--- config.mk ---
export PLATFORM = sky130hd
export DESIGN_NAME = flash_guard_regs
export DESIGN_NICKNAME = d
export VERILOG_FILES = /design/src/rtl/fbp_pkg.sv /design/src/rtl/fbp_reset_sync.sv /design/src/rtl/fbp_prot_bank.sv /design/src/rtl/fbp_bus_if.sv /design/src/rtl/fbp_access_check.sv /design/src/rtl/flash_guard_regs.sv
export SDC_FILE = /design/constraint.sdc
export NUM_CORES = 1
export LEC_CHECK = 0
export BUFFER_PORTS_ARGS = -buffer_cell sky130_fd_sc_hd__clkbuf_2
export CAP_MARGIN = 15
export CELL_PAD_IN_SITES_DETAIL_PLACEMENT = 0
export CELL_PAD_IN_SITES_GLOBAL_PLACEMENT = 2
export CORE_AREA = 2 2 73 92
export CTS_BUF_LIST = sky130_fd_sc_hd__clkbuf_8
export DETAILED_ROUTE_END_ITERATION = 10
export DIE_AREA = 0 0 75 94
export GPL_ROUTABILITY_DRIVEN = 0
export GPL_TIMING_DRIVEN = 0
export HOLD_SLACK_MARGIN = 0.05
export PLACE_DENSITY_LB_ADDON = 0.12
export SLEW_MARGIN = 25
export SYNTH_ARGS = -nofsm -noshare
export SYNTH_HDL_FRONTEND = slang
export SYNTH_SLANG_ARGS = --single-unit
export TNS_END_PERCENT = 50
--- constraint.sdc ---
create_clock -name clk -period 1.3 [get_ports clk]
set_clock_uncertainty 0.05 [all_clocks]
set_input_delay 0 -clock clk [delete_from_list [all_inputs] [get_ports clk]]
set_output_delay 0 -clock clk [all_outputs]
set_load 0.03 [all_outputs]
--- src/rtl/fbp_pkg.sv ---
`timescale 1ns/1ps
package fbp_pkg;
  typedef enum logic [1:0] {
    ACC_READ  = 2'd0,
    ACC_EXEC  = 2'd1,
    ACC_WRITE = 2'd2,
    ACC_ERASE = 2'd3
  } acc_kind_e;

  localparam int unsigned MASK_COUNT = 2;  // index 0: read enable, 1: program enable
endpackage

--- src/rtl/fbp_reset_sync.sv ---
`timescale 1ns/1ps
// Asynchronous assertion, synchronous release.
module fbp_reset_sync #(
  parameter int unsigned STAGES = 2
) (
  input  logic clk,
  input  logic arst_n,
  output logic srst_n
);
  logic [STAGES-1:0] chain_q;
  logic [STAGES-1:0] chain_d;

  always_comb begin
    chain_d = {chain_q[STAGES-1:0], 1'b1} >> 0;
    chain_d = (chain_q << 1) | {{(STAGES-1){1'b0}}, 1'b1};
  end

  always_ff @(posedge clk or negedge arst_n) begin
    if (!arst_n) chain_q <= '0;
    else         chain_q <= chain_d;
  end

  assign srst_n = chain_q[STAGES-1];
endmodule

--- src/rtl/fbp_prot_bank.sv ---
`timescale 1ns/1ps
// One protection mask: live copy plus its modelled non-volatile copy.
module fbp_prot_bank #(
  parameter int unsigned NB = 4
) (
  input  logic          clk,
  input  logic          por_rst_n,
  input  logic          nv_rst_n,
  input  logic          wr_en,
  input  logic [NB-1:0] wr_mask,
  input  logic          commit,
  output logic [NB-1:0] live,
  output logic          loading
);
  logic [NB-1:0] store_q, store_d;
  logic [NB-1:0] live_q, live_d;
  logic          pend_q;
  logic          commit_ok;
  logic          live_en;

  // A commit while the reload is pending would fold zeros into the store.
  assign commit_ok = commit & ~pend_q;
  assign live_en   = pend_q | wr_en;

  always_comb begin
    store_d = store_q;
    if (commit_ok) store_d = store_q & live_q;
  end

  always_comb begin
    live_d = live_q;
    if (pend_q)     live_d = store_q;
    else if (wr_en) live_d = live_q & wr_mask;
  end

  always_ff @(posedge clk or negedge nv_rst_n) begin
    if (!nv_rst_n)      store_q <= '1;
    else if (commit_ok) store_q <= store_d;
  end

  always_ff @(posedge clk or negedge por_rst_n) begin
    if (!por_rst_n)   live_q <= '0;
    else if (live_en) live_q <= live_d;
  end

  always_ff @(posedge clk or negedge por_rst_n) begin
    if (!por_rst_n) pend_q <= 1'b1;
    else            pend_q <= 1'b0;
  end

  assign live    = live_q;
  assign loading = pend_q;

  // outside the reload, the live mask never gains a 1
  a_r3_clear_only: assert property (@(posedge clk) disable iff (!por_rst_n)
    !pend_q |=> ((live_q & ~$past(live_q)) == '0));

  // the reload copies the store
  a_r7_reload: assert property (@(posedge clk) disable iff (!por_rst_n || !nv_rst_n)
    pend_q |=> (live_q == $past(store_q)));

  // the store never gains a 1
  a_r6_store_no_gain: assert property (@(posedge clk) disable iff (!nv_rst_n)
    1'b1 |=> ((store_q & ~$past(store_q)) == '0));

  // the store changes only on an accepted commit
  a_r8_store_hold: assert property (@(posedge clk) disable iff (!nv_rst_n)
    !commit_ok |=> $stable(store_q));
endmodule

--- src/rtl/fbp_bus_if.sv ---
`timescale 1ns/1ps
// Register decode, write enables and the registered read port.
module fbp_bus_if #(
  parameter int unsigned          NB     = 4,
  parameter int unsigned          DW     = 32,
  parameter int unsigned          AW     = 12,
  parameter logic [AW-1:0]        OFF_RE = 12'h130,
  parameter logic [AW-1:0]        OFF_PE = 12'h134
) (
  input  logic          clk,
  input  logic          rst_n,
  input  logic          sel,
  input  logic          wr,
  input  logic [AW-1:0] addr,
  input  logic [DW-1:0] wdata,
  input  logic [NB-1:0] live_re,
  input  logic [NB-1:0] live_pe,
  output logic          re_we,
  output logic          pe_we,
  output logic [NB-1:0] wr_mask,
  output logic [DW-1:0] rdata
);
  logic          hit_re, hit_pe;
  logic          rd_en;
  logic [DW-1:0] rdata_d;
  logic          unused_wdata_hi;

  assign hit_re = (addr == OFF_RE);
  assign hit_pe = (addr == OFF_PE);
  assign rd_en  = sel & ~wr;
  assign re_we  = sel & wr & hit_re;
  assign pe_we  = sel & wr & hit_pe;
  assign wr_mask = wdata[NB-1:0];
  assign unused_wdata_hi = ^wdata[DW-1:NB];

  always_comb begin
    rdata_d = '0;
    if (hit_re)      rdata_d[NB-1:0] = live_re;
    else if (hit_pe) rdata_d[NB-1:0] = live_pe;
  end

  always_ff @(posedge clk or negedge rst_n) begin
    if (!rst_n)     rdata <= '0;
    else if (rd_en) rdata <= rdata_d;
  end

  // unmapped reads return zero
  a_r5_unmapped_read: assert property (@(posedge clk) disable iff (!rst_n)
    (rd_en && !hit_re && !hit_pe) |=> (rdata == '0));

  // reserved bits of read data stay zero after any read
  a_r4_reserved_zero: assert property (@(posedge clk) disable iff (!rst_n)
    rd_en |=> (rdata[DW-1:NB] == '0));
endmodule

--- src/rtl/fbp_access_check.sv ---
`timescale 1ns/1ps
// Combinational permit/deny for one flash access.
module fbp_access_check
  import fbp_pkg::*;
#(
  parameter int unsigned NB      = 4,
  parameter int unsigned AW      = 13,
  parameter int unsigned BLK_LSB = 11
) (
  input  logic [AW-1:0] acc_addr,
  input  acc_kind_e     kind,
  input  logic [NB-1:0] live_re,
  input  logic [NB-1:0] live_pe,
  output logic          permit
);
  localparam int unsigned IDX_W = (NB > 1) ? $clog2(NB) : 1;

  logic [IDX_W-1:0] blk_idx;
  logic             unused_addr_lo;

  assign blk_idx        = acc_addr[BLK_LSB +: IDX_W];
  assign unused_addr_lo = ^acc_addr[BLK_LSB-1:0];

  always_comb begin
    unique case (kind)
      ACC_READ, ACC_EXEC:   permit = live_re[blk_idx];
      ACC_WRITE, ACC_ERASE: permit = live_pe[blk_idx];
      default:              permit = 1'b0;
    endcase
  end
endmodule

--- src/rtl/flash_guard_regs.sv ---
`timescale 1ns/1ps
module flash_guard_regs
  import fbp_pkg::*;
#(
  parameter int unsigned   NUM_BLOCKS = 4,
  parameter int unsigned   DATA_W     = 32,
  parameter int unsigned   REG_AW     = 12,
  parameter logic [11:0]   OFF_RE     = 12'h130,
  parameter logic [11:0]   OFF_PE     = 12'h134,
  parameter int unsigned   BLOCK_LSB  = 11,
  parameter int unsigned   SYNC_STAGES = 2
) (
  input  logic                                    clk,
  input  logic                                    nv_erase_n,
  input  logic                                    por_n,
  input  logic                                    rst_n,
  input  logic                                    reg_sel,
  input  logic                                    reg_wr,
  input  logic [REG_AW-1:0]                       reg_addr,
  input  logic [DATA_W-1:0]                       reg_wdata,
  output logic [DATA_W-1:0]                       reg_rdata,
  input  logic                                    commit,
  input  logic [BLOCK_LSB+$clog2(NUM_BLOCKS)-1:0] acc_addr,
  input  logic [1:0]                              acc_kind,
  output logic                                    acc_permit
);
  localparam int unsigned ACC_AW = BLOCK_LSB + $clog2(NUM_BLOCKS);

  logic nv_s_n, por_s_n, warm_s_n, rd_rst_n;
  logic re_we, pe_we;
  logic [NUM_BLOCKS-1:0] wr_mask;
  logic [MASK_COUNT-1:0] bank_we;
  logic [MASK_COUNT-1:0] loading;
  logic [MASK_COUNT-1:0][NUM_BLOCKS-1:0] live;

  fbp_reset_sync #(.STAGES(SYNC_STAGES)) u_sync_nv (
    .clk(clk), .arst_n(nv_erase_n), .srst_n(nv_s_n));
  fbp_reset_sync #(.STAGES(SYNC_STAGES)) u_sync_por (
    .clk(clk), .arst_n(por_n), .srst_n(por_s_n));
  fbp_reset_sync #(.STAGES(SYNC_STAGES)) u_sync_warm (
    .clk(clk), .arst_n(rst_n & por_n), .srst_n(warm_s_n));

  assign rd_rst_n = warm_s_n & por_s_n;

  fbp_bus_if #(
    .NB(NUM_BLOCKS), .DW(DATA_W), .AW(REG_AW), .OFF_RE(OFF_RE), .OFF_PE(OFF_PE)
  ) u_bus (
    .clk(clk), .rst_n(rd_rst_n), .sel(reg_sel), .wr(reg_wr), .addr(reg_addr),
    .wdata(reg_wdata), .live_re(live[0]), .live_pe(live[1]),
    .re_we(re_we), .pe_we(pe_we), .wr_mask(wr_mask), .rdata(reg_rdata));

  assign bank_we = {pe_we, re_we};

  for (genvar g = 0; g < MASK_COUNT; g++) begin : g_bank
    fbp_prot_bank #(.NB(NUM_BLOCKS)) u_bank (
      .clk(clk), .por_rst_n(por_s_n), .nv_rst_n(nv_s_n),
      .wr_en(bank_we[g]), .wr_mask(wr_mask), .commit(commit),
      .live(live[g]), .loading(loading[g]));
  end

  fbp_access_check #(.NB(NUM_BLOCKS), .AW(ACC_AW), .BLK_LSB(BLOCK_LSB)) u_acc (
    .acc_addr(acc_addr), .kind(acc_kind_e'(acc_kind)),
    .live_re(live[0]), .live_pe(live[1]), .permit(acc_permit));

  // with both masks closed (as during power-on reset) nothing is allowed
  a_r11_closed_denies: assert property (@(posedge clk) disable iff (!nv_s_n)
    ((live[0] == '0) && (live[1] == '0)) |-> !acc_permit);

  // a write to an unmapped offset leaves both masks alone
  a_r5_unmapped_write: assert property (@(posedge clk) disable iff (!por_s_n)
    (reg_sel && reg_wr && !re_we && !pe_we && (loading == '0)) |=> $stable(live));

  // a warm reset by itself never touches the masks
  a_r9_warm_keeps: assert property (@(posedge clk) disable iff (!por_s_n)
    (!warm_s_n && !reg_sel && (loading == '0)) |=> $stable(live));
endmodule

**Word-level counts from Yosys, hierarchy flattened**

Cells that the tools add are included.

- Bits in registers: 27
- Latch bits: 0
- Memory bits (writable): 0
- Bits in read-only memories: 0
- Bits of input ports: 66
- Output and inout port bits: 33
- Word-level logic and storage cells: 48
- Memories: 0

- Add/subtract/negate cells: 0
- Multipliers: 0
- Div/mod/pow operators: 0
- $lt $le $gt $ge: 1
- Eq/ne operators: 5
- Shift operators: 0
- Muxes and demuxes: 11
- Bitwise logic cells: 15
- Reduce and logical (&&, ||, !) cells: 7

Operator list:

| cell | number |
|---|---|
| 12-bit by 9-bit == test with 1-bit output (second input constant) | 2 |
| 4-bit 2-to-1 mux | 6 |
| 4-bit bitwise AND | 4 |
| 1-bit bitwise AND | 7 |
| 1-bit binary-select mux with 2-bit select | 2 |
| 2-bit == test (second input constant) | 2 |
| 2-bit AND reduction | 2 |
| 2-bit nonzero test | 2 |
| 2-bit OR reduction | 2 |
| 2-bit by 3-bit < comparator with 1-bit output (second input constant) | 1 |
| 2-bit by 1-bit == test with 1-bit output (second input constant) | 1 |
| 2-bit zero test | 1 |
| 1-bit 2-to-1 mux | 2 |
| 1-bit NOT | 2 |
| 1-bit bitwise OR | 2 |
| 1-bit case mux with 2 select lines | 1 |

**Depth between registers and ports, before layout**

Gate-level depths: netlist of the first run.

- Depth in word-level cells: 4
- Depth in mapped cells: 4
- Depth with buffers taken out: 3

**Modules after synthesis**

A second synthesis of the first run with hierarchy kept.

- Cells, all modules: 139
- Area, all modules: 1503.9 um2

By module, submodules not included:

| module | times used | cells an instance | area each (um2) | seq. area each (um2) |
|---|---|---|---|---|
| fbp_prot_bank | 2 | 32 | 375.4 | 231.5 |
| fbp_bus_if | 1 | 61 | 515.5 | 100.1 |
| fbp_reset_sync | 3 | 3 | 53.8 | 50.0 |
| fbp_access_check | 1 | 3 | 63.8 | 0.0 |
| flash_guard_regs | 1 | 2 | 12.5 | 0.0 |

**Worst setup path after synthesis of the first run**

No wires, ideal clock.

- Path kind: register to register
- From: register g_bank[1].u_bank.loading (netlist name)
- To: register g_bank[0].u_bank.live_q[0]
- Arrival time: 1205 ps
- Required time: 1103 ps
- Path slack: -101 ps
- Stages on the path, launching flop included: 4
- Period minus slack after synthesis: 1401 ps
- Cell sequence: dfstp_2 > buf_1 > mux2i_1 > a21oi_1

RTL lines:

| what | line | text |
|---|---|---|
| to (signal assigned) | fbp_prot_bank.sv:43 | `else if (live_en) live_q <= live_d;` |
| to (decl) | fbp_prot_bank.sv:16 | `logic [NB-1:0] live_q, live_d;` |

**Worst setup path after layout of the first run**

- From: register g_bank[1].u_bank.live_q[3]
- To: output acc_permit

- Cells in the longest elaborated chain, start to end: 3

Ends and longest elaborated chain:

| what | line | text |
|---|---|---|
| from (decl) | fbp_prot_bank.sv:16 |  |
| from (signal assigned) | fbp_prot_bank.sv:43 |  |
| 1-bit binary-select mux with 2-bit select | fbp_access_check.sv:27 | `ACC_WRITE, ACC_ERASE: permit = live_pe[blk_idx];` |
| 1-bit 2-to-1 mux (implied by the code) | fbp_access_check.sv:27 |  |
| 1-bit case mux with 2 select lines | fbp_access_check.sv:25 | `unique case (kind)` |
| to (decl) | flash_guard_regs.sv:25 | `output logic acc_permit` |

No other way between the ends. The select of a mux whose other input is x is not followed.

==> results.yml, run 1 <==
route:
  drt_first_pass_iters: 4
  vias_per_cell: 3.65
  remaining_drc_errors: 0
  drtIter0Drc: 11
  wl_per_cell_um: 11.1
  final_antenna_net_count: 0
  routed_wl_mm: 3.12
  via_count: 1026
status:
  violations: "negative setup slack"
  status: "finished, violations left"
synth:
  yosysSeqAreaShare: 0.501
  synth.ff_latch_count: 27
  netlist_area_um2: 1370
  synth_cell_types: 22
  synthTopCellsByArea: "dfrtp_1 33%, dfstp_2 17%, buf_4 15%, mux2i_1 8.8%, o21a_1 4.4%"
  syn_avg_cell_area_um2: 11.8
  synth_top_area_share: 0.329
  synthesis.instances: 116
  yosysTopAreaCell: "dfrtp_1"
  yosysWarnings: 0
sta:
  hold_viol_final: 0
  fin_crit_ns: 1.62
  min_period_over_period: 1.25
  max_clock_freq_mhz: 615
  slew_violations: 0
  setup_violations: 1
  layout_setup_ws_ns: -0.325
  rsz0062_at_grt: "true"
global_routing:
  grt-ovfl-total: 0
  grt_pass1_wl_mm: 4.97
  grt-busiest-layer: "met2"
  grt_max_degree: 15
  met3_usage: 0.0161
  grtUsageMet1: 0.109
  antenna_found_initial: 0
  grt_usage: 0.0960
  use_met2: 0.177
  grt_pass1_vias: 1025
finish:
  diodes: 0
  final_cell_count_no_fill: 281
  area_delta_synth_final_pct: 43.9
  drive_gt1_frac: 0.464
  fill_cells: 651
  fin_util: 0.322
  nets: 263
  postLayoutCellArea_um2: 1970
clock_network:
  cts.reportedPaths.clkPinSlew_ns: 0.09
  cts_root_buffer: "clkbuf_8"
  cts_num_sinks: 27
  cts_tree: "done"
  cts_buffer_depth: 2
  numCtsBuffers: 3
  clock_latency_ns: 0.27
  htreeDepth: 1
min_path:
  hold_start: "reg_sel"
  hold_class: "in2reg"
placed_design:
  dp.final_hpwl_mm: 2.45
  placed_area_um2: 1740
  post-place-ws_ns: -0.610
  dpl.cell_count: 260
  portBuffers: 29
setup_path:
  endpoint_kind: "primary output"
  criticalPathCategory: "reg2out"
  critPathRequiredTime_ns: 1.25
  cp.arrival_ns: 1.57
  start_kind: "flop"
  crit_fanout: 2
  cp-startpoint: "g_bank[1].u_bank.live[3]"
  cp_slowest_cell: "mux4_2"
  slowest_delay_ns: 0.48
  regToRegStartpoint: "g_bank[1].u_bank.loading"
  cp_cell_sequence: "mux4_2 > mux2_4 > buf_8"
pwr:
  power_density_nw_per_um2: 828
  irDropWorstVdd_mv: 0.346
  leakagePower_nw: 1.00
  total_power_mw: 1.63
flow_run:
  cap_violations: 0
die:
  dieArea_um2: 7050
  chipWidth_um: 75
  core.rowCount: 32
  die_h_um: 94
  core_area_um2: 6130
  io_pins: 99
  initial_core_util: 0.224
worst max-delay path: cells and delay by family, from the launching register on:
family                 cells  cell delay (ns)
buffers and inverters      1             0.14
DFF                        1             0.40
muxes                      2             0.76
registers in the layout, indices dropped and copies added (netlist names):
signal	cells
g_bank.u_bank.live	8
g_bank.u_bank.store_q	8
u_bus.rdata	4
u_sync_nv.chain_q	2
u_sync_por.chain_q	2
u_sync_warm.chain_q	2
g_bank.u_bank.loading	1
cells in the final DEF (no fill, tap or decap), types with 2 or more instances in the layout:
cell / instances
clkbuf_1: 2
and2_1: 2
buf_4: 36
a21oi_1: 8
dfrtp_1: 18
o31ai_2: 4
dfstp_2: 9
nor3_1: 4
o21a_1: 8
clkbuf_2: 29
nand2_1: 5
mux2i_1: 12
conb_1: 32
dlygate4sd3_1: 9
mux4_2: 2
nand2b_1: 2
clkbuf_8: 3
metrics by stage:
step	setup TNS, ns	hold WS, ns
after floorplan	-0.0533	-0.346
after global placement	-4.01	-0.263
final	-0.325	0.0880
after detailed placement	-4.24	-0.258
after global routing	-0.391	0.126
after CTS	-0.358	0.0809
path summary, 6_finish.rpt:
kind                                             to  depth (start not counted)  slack (ns)
max in group asynchronous            u_bus.rdata[1]                          1        0.52
min reg2reg                          u_bus.rdata[0]                          1        0.12
min                        g_bank[0].u_bank.live[0]                          4        0.09
max reg2reg                g_bank[0].u_bank.live[2]                          3        0.12
min in group asynchronous    u_sync_warm.chain_q[1]                          3        0.10
max                                      acc_permit                          3       -0.32
power breakdown:
| group | switching [mW] | total (mW) | internal [mW] |
|---|---|---|---|
| Clock | 0.260 | 0.472 | 0.212 |
| Combinational | 0.171 | 0.294 | 0.122 |
| Sequential | 0.0148 | 0.868 | 0.853 |
| Total | 0.446 | 1.63 | 1.19 |
logic make-up after synthesis:
logic type | after synthesis | share of synthesized area
muxes | 15 | 0.129
and+or+nand+nor | 20 | 0.0904
DFF | 27 | 0.501
other | 2 | 0.00548
AOI/OAI and AO/OA | 20 | 0.110
buffers and inverters | 32 | 0.164
timing repair:
action,CTS,global route
resized for setup,6,4
pin swaps,0,0
setup endpoints to repair,10,6
hold buffers,9,0
buffers inserted,8,0
endpoints found under the hold margin,14,0
layer usage:
layer / vias to the layer above / wire [um]
li1: 502 / -
met1: 492 / 1210
met2: 28 / 1740
met3: 4 / 137
met4: 0 / 38
met5: - / 0
Yosys cell counts:
cell type / n
buf_1: 1
clkbuf_1: 3
dfrtp_1: 18
mux4_2: 2
dfstp_2: 9
nand2_1: 5
nor3_1: 5
mux2_2: 1
o21a_1: 8
buf_4: 28
nand3b_1: 1
or3_4: 1
a21oi_1: 8
nand3_1: 1
or4b_4: 1
and2_1: 2
nand2b_1: 2
o31ai_2: 4
nor4_1: 1
or4_4: 1
mux2i_1: 12
conb_1: 2
layout make-up:
| class | instances | area (um2) | area share |
|---|---|---|---|
| flip-flops and latches | 27 | 687 | 0.348 |
| well taps | 85 | 106 | 0.0539 |
| repair buffers | 46 | 305 | 0.155 |
| multi-input cells | 87 | 594 | 0.301 |
| clock inverters | 1 | 3.75 | 0.00190 |
| clock buffers | 3 | 41.3 | 0.0209 |
| plain buffers | 32 | 234 | 0.119 |
Note: power is estimated with default switching activity, not from simulation.
==> inputs of run 2 (changes only) <==
--- a/config.mk
+++ b/config.mk
@@ -5,14 +5,15 @@
 export SDC_FILE = /design/constraint.sdc
 export NUM_CORES = 1
 export LEC_CHECK = 0
+export ABC_AREA = 1
 export BUFFER_PORTS_ARGS = -buffer_cell sky130_fd_sc_hd__clkbuf_2
 export CAP_MARGIN = 15
 export CELL_PAD_IN_SITES_DETAIL_PLACEMENT = 0
 export CELL_PAD_IN_SITES_GLOBAL_PLACEMENT = 2
-export CORE_AREA = 2 2 73 92
+export CORE_AREA = 2 2 78 99
 export CTS_BUF_LIST = sky130_fd_sc_hd__clkbuf_8
 export DETAILED_ROUTE_END_ITERATION = 10
-export DIE_AREA = 0 0 75 94
+export DIE_AREA = 0 0 80 101
 export GPL_ROUTABILITY_DRIVEN = 0
 export GPL_TIMING_DRIVEN = 0
 export HOLD_SLACK_MARGIN = 0.05
==> run 2 against run 1 <==
  * The flow still finishes with violations (negative setup slack)
  * Sequential cell count is the same
  * Largest power group unchanged
  * Synthesized area rose by 16%
  * Hold slack worse by 0.043 ns
  * Count of clock-buffer cells in the layout unchanged
  * Sequential share of layout area is 3.6 points lower
  * Register-to-register slack got worse by 0.04 ns
  * Via count rose by 28%
  * Global-route usage up 0.12 points
  * Critical path type unchanged
==> results.yml, run 2 <==
flow_run:
  cap_violations: 0
sta:
  maxSlewHeadroom: 0.621
  worst_slew_pin_slew_ns: 0.567
  min_period_over_period: 1.05
  hold_viol_final: 0
  holdWs_ns: 0.0450
  setup_tns_ns: -0.0660
  setup_violations: 1
  layout_setup_ws_ns: -0.0660
  max_clock_freq_mhz: 732
  rsz0062_at_grt: "true"
  slew_violations: 0
  fin_crit_ns: 1.37
placed_design:
  placed_area_um2: 1970
  post-place-ws_ns: 0.0468
  dp.final_hpwl_mm: 2.81
  portBuffers: 30
  dpl.cell_count: 345
pwr:
  leakagePower_nw: 1.20
  power_density_nw_per_um2: 773
  irDropWorstVdd_mv: 0.347
  total_power_mw: 1.71
global_routing:
  grt_usage: 0.0972
  grt-ovfl-total: 0
  grt_pass1_vias: 1251
  grt_max_degree: 17
  grt_pass1_wl_mm: 5.98
  antenna_found_initial: 0
finish:
  fill_cells: 816
  nets: 343
  area_delta_synth_final_pct: 39.1
  final_common_cell: "nand2_1"
  diodes: 0
  final_cell_count_no_fill: 368
  final_cell_mix: "47 x nand2_1, 38 x buf_4, 32 x conb_1"
  fin_util: 0.309
  postLayoutCellArea_um2: 2220
  drive_gt1_frac: 0.391
setup_path:
  cp-startpoint: "g_bank[0].u_bank.live[3]"
  crit_fanout: 2
  cp.arrival_ns: 1.32
  endpoint_kind: "primary output"
  regToRegStartpoint: "g_bank[1].u_bank.loading"
  critPathRequiredTime_ns: 1.25
  start_kind: "flop"
  criticalPathCategory: "reg2out"
synth:
  yosysMostFrequentCell: "nand2_1"
  synth_top_area_share: 0.282
  netlist_area_um2: 1600
  synth_edf_count: 0
  synthTopCellsByCount: "48 x nand2_1, 28 x buf_4, 25 x nand3_1, 21 x inv_1, 18 x dfrtp_1"
  yosysSeqAreaShare: 0.431
  synth.ff_latch_count: 27
  synthesis.instances: 193
  synthArstFlopShare: 1.00
  synthTopCellsByArea: "dfrtp_1 28%, dfstp_2 15%, buf_4 13%, nand2_1 11%, nand3_1 7.8%"
  yosysWarnings: 0
  yosysTopAreaCell: "dfrtp_1"
  synth_cell_types: 24
  syn_avg_cell_area_um2: 8.27
  synth-main-ff-cell: "dfrtp_1"
clock_network:
  numCtsBuffers: 3
  htreeDepth: 1
  cts_tree: "done"
  cts.reportedPaths.clkPinSlew_ns: 0.11
  cts_num_sinks: 27
  cts_buffer_depth: 2
  cts_root_buffer: "clkbuf_8"
  clock_latency_ns: 0.28
die:
  die_h_um: 101
  dieArea_um2: 8080
  initial_core_util: 0.222
  io_pins: 99
  chipWidth_um: 80
  core.rowCount: 35
  core_area_um2: 7180
route:
  via_count: 1309
  remaining_drc_errors: 0
  final_antenna_net_count: 0
  drt_first_pass_iters: 4
  vias_per_cell: 3.56
  routed_wl_mm: 3.67
  wl_per_cell_um: 9.98
  drtIter0Drc: 9
status:
  violations: "negative setup slack"
  status: "finished, violations left"
min_path:
  hold_start: "reg_wdata[2]"
  hold_class: "in2reg"
==> run 2: worst max-delay path, stage by stage (launching register included) <==
cell and delay, ns:
dfrtp_1 0.42, inv_2 0.08, nand2_2 0.04, o211ai_1 0.07, nand2_1 0.09, o21a_1 0.21
buf_8 0.14
==> run 2: timing repair <==
action	CTS	global route
setup buffers	8	0
hold buffers	10	0
cloned	0	1
endpoints found under the hold margin	14	0
gates resized for setup	7	8
endpoints found under the setup margin	1	9
pin swaps	2	6
==> run 2: metal layers <==
metal  vias up  routed length (um)  track usage
li1        711                   -            -
met1       559                1720        0.130
met2        37                1750        0.160
met3         2                 164       0.0143
met4         0                  34       0.0313
met5         -                   0            0
==> run 2: cell families after synthesis <==
family,share of synthesized area
buffers and inverters,0.196
other,0.00471
DFF,0.431
and+or+nand+nor,0.296
AOI/OAI and AO/OA,0.0729
==> run 2: report_power, final <==
part	total [mW]	switching, mW	internal, mW
Sequential	0.869	0.0156	0.853
Clock	0.501	0.283	0.218
Combinational	0.345	0.206	0.138
Total	1.71	0.505	1.21
==> run 2: layout make-up <==
class	instances	area [um2]	area share
well taps	92	115	0.0519
repair buffers	49	328	0.148
clock inverters	1	7.51	0.00338
plain buffers	30	229	0.103
flip-flops and latches	27	692	0.312
clock buffers	3	41.3	0.0186
multi-input cells	142	716	0.323
inverters	24	90.1	0.0406
==> run 2: final timing paths <==
check / endpoint / slack, ns / cells past startpoint
max: acc_permit / -0.07 / 6
min reg2reg: u_bus.rdata[2] / 0.09 / 2
max reg2reg: g_bank[1].u_bank.live[0] / 0.08 / 6
min in group asynchronous: u_sync_warm.chain_q[1] / 0.06 / 4
max in group asynchronous: u_sync_por.chain_q[0] / 0.55 / 3
min: g_bank[1].u_bank.live[2] / 0.05 / 5
